==> src/rtl/pstack_pkg.sv <==
package pstack_pkg;
  typedef enum logic [1:0] {
    OP_PUSH = 2'b00,
    OP_NOT  = 2'b01,
    OP_OR   = 2'b10,
    OP_AND  = 2'b11
  } pop_e;
endpackage

==> src/rtl/psc_alloc.sv <==
// Picks the highest-numbered usable plane that is not in the stack.
module psc_alloc #(
  parameter int NP = 8,
  localparam int IW = $clog2(NP)
) (
  input  logic [NP-1:0] avail,
  input  logic [NP-1:0] busy,
  output logic          found,
  output logic [IW-1:0] idx
);
  always_comb begin
    found = 1'b0;
    idx   = '0;
    for (int i = 0; i < NP; i++) begin
      if (avail[i] && !busy[i]) begin
        found = 1'b1;
        idx   = i[IW-1:0];
      end
    end
  end
endmodule

==> src/rtl/psc_locate.sv <==
// Associative lookup: which live plane carries the given tag.
module psc_locate #(
  parameter int NP = 8,
  localparam int TW = $clog2(NP)
) (
  input  logic [NP-1:0]    live,
  input  logic [NP*TW-1:0] tags,
  input  logic [TW-1:0]    key,
  output logic             hit,
  output logic [TW-1:0]    idx
);
  logic [NP-1:0] match;

  for (genvar g = 0; g < NP; g++) begin : g_cmp
    assign match[g] = live[g] && (tags[g*TW +: TW] == key);
  end

  always_comb begin
    hit = |match;
    idx = '0;
    for (int i = 0; i < NP; i++) begin
      if (match[i]) idx = i[TW-1:0];
    end
  end
endmodule

==> src/rtl/plane_stack_ctrl.sv <==
module plane_stack_ctrl #(
  parameter int NP = 8,
  localparam int TW = $clog2(NP),
  localparam int CW = $clog2(NP + 1)
) (
  input  logic          clk,
  input  logic          rst,
  input  logic          clr,
  input  logic          cmd_valid,
  input  logic [1:0]    cmd_op,
  input  logic [NP-1:0] avail_list,
  output logic          op_valid,
  output logic [1:0]    op_code,
  output logic [TW-1:0] op_src_top,
  output logic [TW-1:0] op_src_next,
  output logic [TW-1:0] op_dst,
  output logic [CW-1:0] stack_depth,
  output logic [NP-1:0] stack_status,
  output logic          depth_err
);
  import pstack_pkg::*;

  logic [CW-1:0]    depth_q;
  logic [NP-1:0]    sr_q;
  logic [TW-1:0]    aar_q [NP];
  logic [NP*TW-1:0] aar_flat;

  for (genvar g = 0; g < NP; g++) begin : g_pack
    assign aar_flat[g*TW +: TW] = aar_q[g];
  end

  // Tags searched for: index 0 is the top, index 1 the next-to-top
  logic [CW-1:0] dm1, dm2;
  logic [TW-1:0] keys [2];
  logic [1:0]    hits;
  logic [TW-1:0] hidx [2];

  assign dm1     = depth_q - CW'(1);
  assign dm2     = depth_q - CW'(2);
  assign keys[0] = dm1[TW-1:0];
  assign keys[1] = dm2[TW-1:0];

  for (genvar k = 0; k < 2; k++) begin : g_loc
    psc_locate #(.NP(NP)) u_loc (
      .live(sr_q), .tags(aar_flat), .key(keys[k]),
      .hit(hits[k]), .idx(hidx[k])
    );
  end

  logic          al_found;
  logic [TW-1:0] al_idx;

  psc_alloc #(.NP(NP)) u_alloc (
    .avail(avail_list), .busy(sr_q), .found(al_found), .idx(al_idx)
  );

  pop_e op;
  logic accept;

  always_comb begin
    op = pop_e'(cmd_op);
    unique case (op)
      OP_PUSH: accept = al_found;
      OP_NOT:  accept = al_found && (depth_q >= CW'(1)) && hits[0];
      default: accept = al_found && (depth_q >= CW'(2)) && hits[0] && hits[1];
    endcase
  end

  always_ff @(posedge clk) begin
    if (rst || clr) begin
      depth_q     <= '0;
      sr_q        <= '0;
      for (int i = 0; i < NP; i++) aar_q[i] <= '0;
      op_valid    <= 1'b0;
      op_code     <= '0;
      op_src_top  <= '0;
      op_src_next <= '0;
      op_dst      <= '0;
      depth_err   <= 1'b0;
    end else begin
      op_valid  <= 1'b0;
      depth_err <= 1'b0;
      if (cmd_valid) begin
        if (accept) begin
          op_valid    <= 1'b1;
          op_code     <= cmd_op;
          op_dst      <= al_idx;
          op_src_top  <= (op == OP_PUSH) ? '0 : hidx[0];
          op_src_next <= (op == OP_OR || op == OP_AND) ? hidx[1] : '0;
          unique case (op)
            OP_PUSH: begin
              sr_q[al_idx]  <= 1'b1;
              aar_q[al_idx] <= depth_q[TW-1:0];
              depth_q       <= depth_q + CW'(1);
            end
            OP_NOT: begin
              sr_q[hidx[0]] <= 1'b0;
              sr_q[al_idx]  <= 1'b1;
              aar_q[al_idx] <= keys[0];
            end
            default: begin
              sr_q[hidx[0]] <= 1'b0;
              sr_q[hidx[1]] <= 1'b0;
              sr_q[al_idx]  <= 1'b1;
              aar_q[al_idx] <= keys[1];
              depth_q       <= depth_q - CW'(1);
            end
          endcase
        end else begin
          depth_err <= 1'b1;
        end
      end
    end
  end

  assign stack_depth  = depth_q;
  assign stack_status = sr_q;

  AST_CLEAR_EMPTY: assert property (@(posedge clk) disable iff (rst)
    $past(clr) |-> (depth_q == '0 && sr_q == '0 && !op_valid));
  AST_DEPTH_COUNT: assert property (@(posedge clk) disable iff (rst)
    depth_q == CW'($countones(sr_q)));
  AST_BIN_SHRINK: assert property (@(posedge clk) disable iff (rst)
    (op_valid && op_code[1]) |-> depth_q == $past(depth_q) - CW'(1));
  AST_DST_FRESH: assert property (@(posedge clk) disable iff (rst)
    op_valid |-> ((($past(sr_q) >> op_dst) & NP'(1)) == '0));
  AST_ERR_HOLDS: assert property (@(posedge clk) disable iff (rst)
    depth_err |-> (!op_valid && $stable(sr_q) && $stable(depth_q)));
  AST_STROBE_CAUSE: assert property (@(posedge clk) disable iff (rst)
    op_valid |-> $past(cmd_valid));
endmodule

==> config.mk <==
export PLATFORM = sky130hd
export DESIGN_NAME = plane_stack_ctrl
export DESIGN_NICKNAME = d
export VERILOG_FILES = /design/src/rtl/pstack_pkg.sv /design/src/rtl/psc_alloc.sv /design/src/rtl/psc_locate.sv /design/src/rtl/plane_stack_ctrl.sv
export SDC_FILE = /design/constraint.sdc
export NUM_CORES = 1
export LEC_CHECK = 0
export ABC_AREA = 1
export CAP_MARGIN = 20
export CORE_ASPECT_RATIO = 1.75
export CORE_MARGIN = 4
export CORE_UTILIZATION = 45
export CTS_CLUSTER_DIAMETER = 60
export DETAILED_ROUTE_END_ITERATION = 8
export DONT_BUFFER_PORTS = 1
export GPL_TIMING_DRIVEN = 0
export PLACE_DENSITY = 0.63
export SLEW_MARGIN = 20
export SYNTH_ARGS = -nofsm -noshare
export SYNTH_HDL_FRONTEND = slang
export SYNTH_SLANG_ARGS = --single-unit
==> constraint.sdc <==
create_clock -name clk -period 5.15 [get_ports clk]
set_clock_uncertainty 0.1 [all_clocks]
set_input_delay 0.515 -clock clk [delete_from_list [all_inputs] [get_ports clk]]
set_output_delay 0.515 -clock clk [all_outputs]
set_load 0.02 [all_outputs]
==> impl_metrics.toml, run 1 <==
[run_status]
status = "finished, final reports clean"

[yosys]
ys_ff_latch = 49
ys_warn_count = 0
syn_area_sq_um = 3590
avgSynthCellArea_sq_um = 6.68
synth_edf_count = 24
ys_types = 38
syn_inst = 538
ys_seq_area_frac = 0.340
ys.flop_type = "dfxtp_1"
synthesis.nets = 559
async_flop_share = 0

[layout]
drive_above_1_share = 0.114
layout.area.seq_sq_um = 1220
multi_input_area_sq_um = 2020
nNetsFinal = 566
fill_cells = 794
area_delta_synth_final_pct = 7.03
n_antenna_cell = 0

[job]
cap_violations = 0

[floorplan]
ios = 39
die_x_microns = 75.6
die_h_microns = 126
num_rows = 42
dieArea_sq_um = 9540
start_util = 0.468
core-area_sq_um = 7670

[drt]
wire_per_inst_microns = 16.4
drt_pass1_iterations = 4
route.detailed.drc = 0
vias = 3337
drtIter0Drc = 225
wirelength_mm = 10.4
via_per_inst = 5.26
ant_nets = 0

[sta]
setup_ws_ps = 1400
whs_ps = 290
hold_viol_final = 0
fmax_ghz = 0.267
relSlewSlack = 0.536
finalSetupViolCount = 0
rsz0062_at_grt = "false"
min_period_over_period = 0.728
fin_setup_tns_ps = 0
fin_crit_ps = 3750
maxSlewViolCount = 0
worst_pin_slew_ps = 695

[power]
p_seq_frac = 0.503
swShare = 0.272
power_density_nw_per_um2 = 225
p_switching_mw = 0.235
vdd_ir_drop_max_v = 0.000116
leakagePower_nw = 1.75
clockPowerShare = 0.376
p_comb_frac = 0.121
fin_total_pwr_mw = 0.864
internal-power_mw = 0.629

[setup_path]
slowest_stage = "dfxtp_1"
r2r_setup_slack_ps = 1400
path_cells = "inv_2 -> ha_1 -> buf_4 -> inv_4 -> nand2_1 -> nand2_1 -> nor2_1 -> nand3_2 -> nand2_2 -> nor2_4 -> nand2_4 -> nand4_1 -> nor2_2 -> xor2_2 -> nor2_1"
criticalPathCategory = "reg2reg"
r2r-start = "stack_depth[1]"
end_kind = "flip-flop"
startpoint_type = "flip-flop"
path_max_fanout = 10
startpoint = "stack_depth[1]"
path_buf_inv = 3
worstPathArrival_ps = 3680
cp_slowest_stage_delay_ps = 770
crit_family = "simple AND/OR/NAND/NOR gates"
crit_required_ps = 5080

[clock_tree]
cts-buffers-inserted = 5
postCtsSetupBuffers = 0
cts_resized = 0
cts_sinks = 49
cts_htree_levels = 2
cts.path.max_buffers = 2
cts.root.buffer_cell = "clkbuf_16"
cts_tree = "yes"
clk_latency_ps = 290
clk_pin_slew_worst_paths_ps = 70
cts_hold_buf = 0

[global_routing]
grtUsageTotal = 0.233
grt_pass1_vias = 3306
grt_pass1_wl_mm = 16.6
antenna_found_initial = 0
grt-ovfl-total = 0
grt_max_degree = 16

[placed_design]
port-buffer-count = 0
place.gp.congestion = 0.943
place_hpwl_mm = 8.42
post-place-ws_ps = 1420

[worst_hold_path]
hp-start = "cmd_valid"
min_path_type = "in2reg"
-- layer usage --
metal  GRT usage  vias up  part of all wire
li1            -     1712                 -
met1       0.253     1502              0.38
met2       0.399       99              0.52
met3      0.0478       24             0.051
met4       0.134        0             0.049
met5           0        -                 0
-- area by class of cell --
type	count	share of cell area
inverters	61	0.0602
plain buffers	14	0.0306
clock buffers	5	0.0325
multi-input cells	414	0.526
flip-flops and latches	49	0.318
well taps	88	0.0286
clock inverters	3	0.00455
-- power groups by stage --
stage / Combinational [mW] / Clock (mW) / Sequential, mW
2_1_floorplan: 0.0797 / 0 / 0.439
3_3_place_gp: 0.102 / 0 / 0.442
3_5_place_dp: 0.104 / 0 / 0.443
4_1_cts: 0.105 / 0.331 / 0.434
5_1_grt: 0.118 / 0.346 / 0.436
6_report: 0.105 / 0.325 / 0.434
-- per-stage QoR --
stage	util	instances	cell area, sq um
finish	0.501	634	3850
global route	0.501	634	3850
CTS	0.501	634	3850
detailed placement	0.483	626	3700
global placement	0.483	626	3700
floorplan	-	538	3590
-- sequential cells by signal, indices dropped and copies added (netlist names) --
signal / count
aar_q: 24
depth_err: 1
op_code: 2
op_dst: 3
op_src_next: 3
op_src_top: 3
op_valid: 1
stack_depth: 4
stack_status: 8
-- Yosys cell counts (2+ instances only) --
| cell type | count | area share |
|---|---|---|
| xnor2_1 | 4 | 0.0097 |
| nand4_1 | 9 | 0.016 |
| dfxtp_1 | 25 | 0.14 |
| a31oi_1 | 2 | 0.0035 |
| buf_4 | 3 | 0.0063 |
| buf_6 | 5 | 0.016 |
| xor2_1 | 4 | 0.0097 |
| nor2_1 | 106 | 0.11 |
| nor2_2 | 6 | 0.010 |
| nand2_4 | 11 | 0.034 |
| inv_1 | 53 | 0.055 |
| edfxtp_1 | 24 | 0.20 |
| nand2_1 | 164 | 0.17 |
| o21ai_0 | 13 | 0.018 |
| nor2_4 | 2 | 0.0063 |
| ha_1 | 7 | 0.024 |
| nand2_2 | 7 | 0.012 |
| a21oi_1 | 21 | 0.029 |
| nand3_1 | 36 | 0.050 |
| nand3_2 | 3 | 0.0084 |
| a21oi_2 | 3 | 0.0073 |
| inv_2 | 7 | 0.0073 |
| clkbuf_1 | 5 | 0.0052 |
| nand3b_1 | 2 | 0.0042 |
| nor3_1 | 3 | 0.0042 |
-- placed cells by master, fill, tap and decap left out, types with 6 or more instances in the layout --
master / instances
a21oi_1: 21
dfxtp_1: 25
edfxtp_1: 24
ha_1: 7
inv_1: 53
inv_2: 7
nand2_1: 164
nand2_2: 7
nand2_4: 11
nand3_1: 36
nand4_1: 9
nor2_1: 106
nor2_2: 6
o21ai_0: 13
-- logic make-up after synthesis --
group / Yosys count / share of synthesized area
flops: 49 / 0.340
fa+ha+maj: 7 / 0.0244
simple gates: 352 / 0.436
compound gates: 45 / 0.0738
buf+inv: 75 / 0.0971
xor+xnor: 10 / 0.0286
-- worst paths after layout --
| path | endpoint | cells past startpoint |
|---|---|---|
| worst min-delay path | op_code[1] | 2 |
| worst max register to register | aar_q[6][0] | 15 |
| worst max-delay path | aar_q[6][0] | 15 |
| worst min register to register | op_src_next[1] | 2 |
No activity file was read; power rests on OpenSTA's default activity.
==> run 2: changes to the inputs <==
clock period = 3.51 ns   (was 5.15 ns; I/O delays follow)
==> run 2 against run 1 <==
Net effect: hold slack got worse by 160 ps; register-to-register slack got worse by 1100 ps; die area unchanged; power increased by 47%; routed wire length increased by 0.23%; critical endpoint is now aar_q[7][2]; largest cell class unchanged.
==> impl_metrics.toml, run 2 (synthesis gave the netlist of run 1 again) <==
[run_status]
status = "finished, final reports clean"

[layout]
nNetsFinal = 566
layout_commonest_cell = "nand2_1"
fill_cells = 790
layout_common_cells = "nand2_1, nor2_1, inv_1"
utilization = 0.504
drive_above_1_share = 0.123
top_register = "aar_q"
area_delta_synth_final_pct = 7.66
largest_reg_flops = 24
n_antenna_cell = 0

[clock_tree]
cts_tree = "yes"
cts_sinks = 49
clk_latency_ps = 290
clk_pin_slew_worst_paths_ps = 60
cts_hold_buf = 0
cts.root.buffer_cell = "clkbuf_16"
cts-buffers-inserted = 5
cts.path.max_buffers = 2
cts_htree_levels = 2

[job]
cap_violations = 0

[sta]
relSlewSlack = 0.542
fin_setup_tns_ps = 0
finalSetupViolCount = 0
fin_crit_ps = 3230
min_period_over_period = 0.921
rsz0062_at_grt = "false"
worst_pin_slew_ps = 685
whs_ps = 127
fmax_ghz = 0.309
maxSlewViolCount = 0
hold_viol_final = 0

[floorplan]
die_h_microns = 126
start_util = 0.468
core-area_sq_um = 7670
die_x_microns = 75.6
ios = 39
num_rows = 42
dieArea_sq_um = 9540

[drt]
wire_per_inst_microns = 16.5
drtIter0Drc = 231
ant_nets = 0
drt_pass1_iterations = 4
vias = 3342
wirelength_mm = 10.4
route.detailed.drc = 0
via_per_inst = 5.27

[global_routing]
grt_pass1_wl_mm = 16.6
antenna_found_initial = 0
grtUsageTotal = 0.233
grt-ovfl-total = 0
grt_max_degree = 16
grt_pass1_vias = 3306

[setup_path]
criticalPathCategory = "reg2reg"
path_buf_inv = 5
slowest_stage = "dfxtp_4"
cp_slowest_stage_delay_ps = 480
cpMostUsedCell = "nand2_1"
crit_required_ps = 3400
end_kind = "flip-flop"
path_max_fanout = 10
worstPathArrival_ps = 3130
startpoint_type = "flip-flop"
path_cells = "inv_2 -> ha_1 -> buf_4 -> inv_4 -> nand2_1 -> nand2_1 -> nor2_1 -> nand3_2 -> nand2_2 -> nor2_4 -> nand2_4 -> nand3_2 -> nand3_4 -> nand2_2 -> inv_2 -> buf_12 -> nand2_4 -> nand2_1"
crit_family = "simple AND/OR/NAND/NOR gates"

[power]
leakagePower_nw = 1.75
vdd_ir_drop_max_v = 0.000170
power_density_nw_per_um2 = 327

[placed_design]
place_hpwl_mm = 8.42
place.gp.congestion = 0.943
port-buffer-count = 0

[worst_hold_path]
min_path_type = "in2reg"
-- run 2: cell counts in the layout (fill, tap and decap cells not counted) --
No cell type changed its count.
-- run 2: repair_timing --
action / CTS / global route
gates cloned: 0 / 0
buffers inserted: 0 / 0
gates resized for setup: 1 / 6
setup endpoints to repair: 48 / 45
-- run 2: cell type report --
class	instances	area, sq um	share of cell area
inverters	61	231	0.0598
clock inverters	3	17.5	0.00453
clock buffers	5	125	0.0323
flip-flops and latches	49	1230	0.317
plain buffers	14	118	0.0304
multi-input cells	414	2040	0.527
well taps	88	110	0.0285
-- run 2: layer usage --
metal,vias up,wire (microns),global-route usage
li1,1718,-,-
met1,1478,3950,0.253
met2,110,5280,0.399
met3,36,566,0.0478
met4,0,635,0.134
met5,-,0,0
-- run 2: through the flow --
| step | std cells | power [mW] | worst slack, ps | area, sq um |
|---|---|---|---|---|
| global route | 634 | 1.32 | 96.8 | 3870 |
| floorplan | 538 | 0.762 | 667 | 3590 |
| finish | 634 | 1.27 | 278 | 3870 |
| detailed placement | 626 | 0.803 | -220 | 3700 |
| global placement | 626 | 0.799 | -209 | 3700 |
| CTS | 634 | 1.28 | 47.8 | 3850 |
-- run 2: worst register-to-register path, cell delays in order, from the launching register on --
cell     delay (ps)
dfxtp_4         480
inv_2           170
ha_1            310
buf_4           190
inv_4           110
nand2_1          80
nand2_1          50
nor2_1          210
nand3_2         200
nand2_2         160
nor2_4           60
nand2_4          70
nand3_2         120
nand3_4         130
nand2_2          60
inv_2            80
buf_12          160
nand2_4          90
nand2_1         120
-- run 2: worst paths after layout --
check        cells after the start  slack [ps]      startpoint               to
max                             18         280  stack_depth[1]      aar_q[7][2]
min                              2         130       cmd_valid  stack_status[7]
max reg2reg                     18         280  stack_depth[1]      aar_q[7][2]
min reg2reg                      2         460  op_src_next[1]   op_src_next[1]
-- run 2: where the power goes --
group / internal (mW) / switching, mW / total (mW) / leakage, nW
Clock: 0.261 / 0.215 / 0.475 / 0.0619
Sequential: 0.614 / 0.0223 / 0.637 / 0.471
Combinational: 0.0474 / 0.107 / 0.155 / 1.22
Total: 0.922 / 0.344 / 1.27 / 1.75
==> run 3: changes to the inputs <==
==> constraint.sdc (replaced) <==
create_clock -name clk -period 3.9 [get_ports clk]
set_clock_uncertainty 0.1 [all_clocks]
set_input_delay 0.195 -clock clk [delete_from_list [all_inputs] [get_ports clk]]
set_output_delay 0.195 -clock clk [all_outputs]
set_load 0.02 [all_outputs]
==> run 3 against run 2 <==
Net effect: non-clock buffer count increased by 2; critical path depth is 3 lower; largest power group unchanged; fmax down 6.1%; sequential share of layout area shrank 0.12 points; global-route usage is essentially flat; hold slack worse by 100 ps; via count up 0.15%; clock power decreased by 10%; largest cell class unchanged; routed wire length rose by 0.33%.
==> impl_metrics.toml, run 3 (synthesis gave the netlist of run 1 again) <==
[clock_tree]
cts.path.max_buffers = 2
clk_pin_slew_worst_paths_ps = 70
cts_tree = "yes"
clk_latency_ps = 290
postCtsSetupBuffers = 0
cts-buffers-inserted = 5
cts_sinks = 49
cts_htree_levels = 2
cts.root.buffer_cell = "clkbuf_16"

[sta]
min_period_over_period = 0.883
worst_pin_slew_ps = 683
rsz0062_at_grt = "false"
setup_ws_ps = 458
maxSlewViolCount = 0
fin_crit_ps = 3440
hold_viol_final = 0
fmax_ghz = 0.290
relSlewSlack = 0.543
fin_setup_tns_ps = 0
finalSetupViolCount = 0

[power]
leakagePower_nw = 1.76
vdd_ir_drop_max_v = 0.000153
power_density_nw_per_um2 = 295
fin_total_pwr_mw = 1.14

[setup_path]
crit_path_end = "aar_q[6][0]"
criticalPathCategory = "reg2reg"
startpoint = "stack_depth[1]"
r2r-start = "stack_depth[1]"
crit_required_ps = 3830
r2r_setup_slack_ps = 460
worstPathArrival_ps = 3370
r2r-end = "aar_q[6][0]"
end_kind = "flip-flop"
startpoint_type = "flip-flop"
path_max_fanout = 10
reg2reg_depth = 15

[global_routing]
grt_max_degree = 16
grtUsageTotal = 0.233
antenna_found_initial = 0
grt_pass1_wl_mm = 16.7
grt-ovfl-total = 0
grt_pass1_vias = 3315

[drt]
drt_pass1_iterations = 4
drtIter0Drc = 248
wirelength_mm = 10.5
via_per_inst = 5.26
vias = 3347
ant_nets = 0
route.detailed.drc = 0
wire_per_inst_microns = 16.5

[run_status]
status = "finished, final reports clean"

[placed_design]
port-buffer-count = 0
post-place-ws_ps = 170
place.gp.congestion = 0.943
place_hpwl_mm = 8.42

[layout]
multi_input_area_sq_um = 2020
layout.area.seq_sq_um = 1220
layout_common_cells = "nand2_1, nor2_1, inv_1"
nNetsFinal = 568
drive_above_1_share = 0.115
fill_cells = 791
largest_reg_flops = 24
top_register = "aar_q"
area_delta_synth_final_pct = 7.63
layout_commonest_cell = "nand2_1"
n_antenna_cell = 0

[floorplan]
die_x_microns = 75.6
num_rows = 42
core-area_sq_um = 7670
ios = 39
dieArea_sq_um = 9540
die_h_microns = 126
start_util = 0.468

[worst_hold_path]
hp-start = "cmd_valid"
min_path_type = "in2reg"

[job]
cap_violations = 0
## run 3: layer usage
metal  track usage  routed length, microns
met5             0                       0
met4         0.134                     656
met3        0.0478                     479
met2         0.399                    5310
met1         0.254                    4030
## run 3: cell type report
class / count / share of cell area
multi-input combinational: 414 / 0.523
sequential: 49 / 0.316
inverter: 61 / 0.0599
clock buffer: 5 / 0.0324
buffer: 14 / 0.0304
tap: 88 / 0.0285
timing repair buffer: 2 / 0.00518
clock inverter: 3 / 0.00453
## run 3: how the worst min path moves through the flow
| stage | endpoint | slack (ps) | cells past startpoint |
|---|---|---|---|
| floorplan | op_code[1] | 260 | 2 |
| global placement | op_code[0] | 270 | 2 |
| detailed placement | op_code[1] | 270 | 2 |
| CTS | depth_err | 10 | 2 |
| global route | depth_err | 30 | 2 |
| finish | depth_err | 20 | 2 |
## run 3: per-stage QoR
| stage | util | hold WS [ps] | cell area (sq um) | cells |
|---|---|---|---|---|
| 2_1_floorplan | - | 256 | 3590 | 538 |
| 3_3_place_gp | 0.483 | 267 | 3700 | 626 |
| 3_5_place_dp | 0.483 | 269 | 3700 | 626 |
| 4_1_cts | 0.504 | 10.2 | 3870 | 636 |
| 5_1_grt | 0.504 | 31.8 | 3870 | 636 |
| 6_report | 0.504 | 22.1 | 3870 | 636 |
## run 3: critical path, cell delays in order (launching register included)
cell and delay (ps):
dfxtp_2 560, inv_2 210, ha_1 320, buf_4 190
inv_4 110, nand2_1 70, nand2_1 50, nor2_1 220
nand3_2 210, nand2_2 160, nor2_4 60, nand2_4 70
nand4_1 140, nor2_2 190, xor2_2 430, nor2_1 80
## run 3: repair_timing
action	in CTS	in global routing
endpoints found under the hold margin	5	0
gates resized for setup	0	1
endpoints found under the setup margin	0	24
hold buffers	2	0
## run 3: where the power goes
part	switching, mW	internal (mW)	leakage (nW)
sequential	0.0201	0.553	0.470
combinational	0.0969	0.0438	1.23
clock	0.192	0.234	0.0619
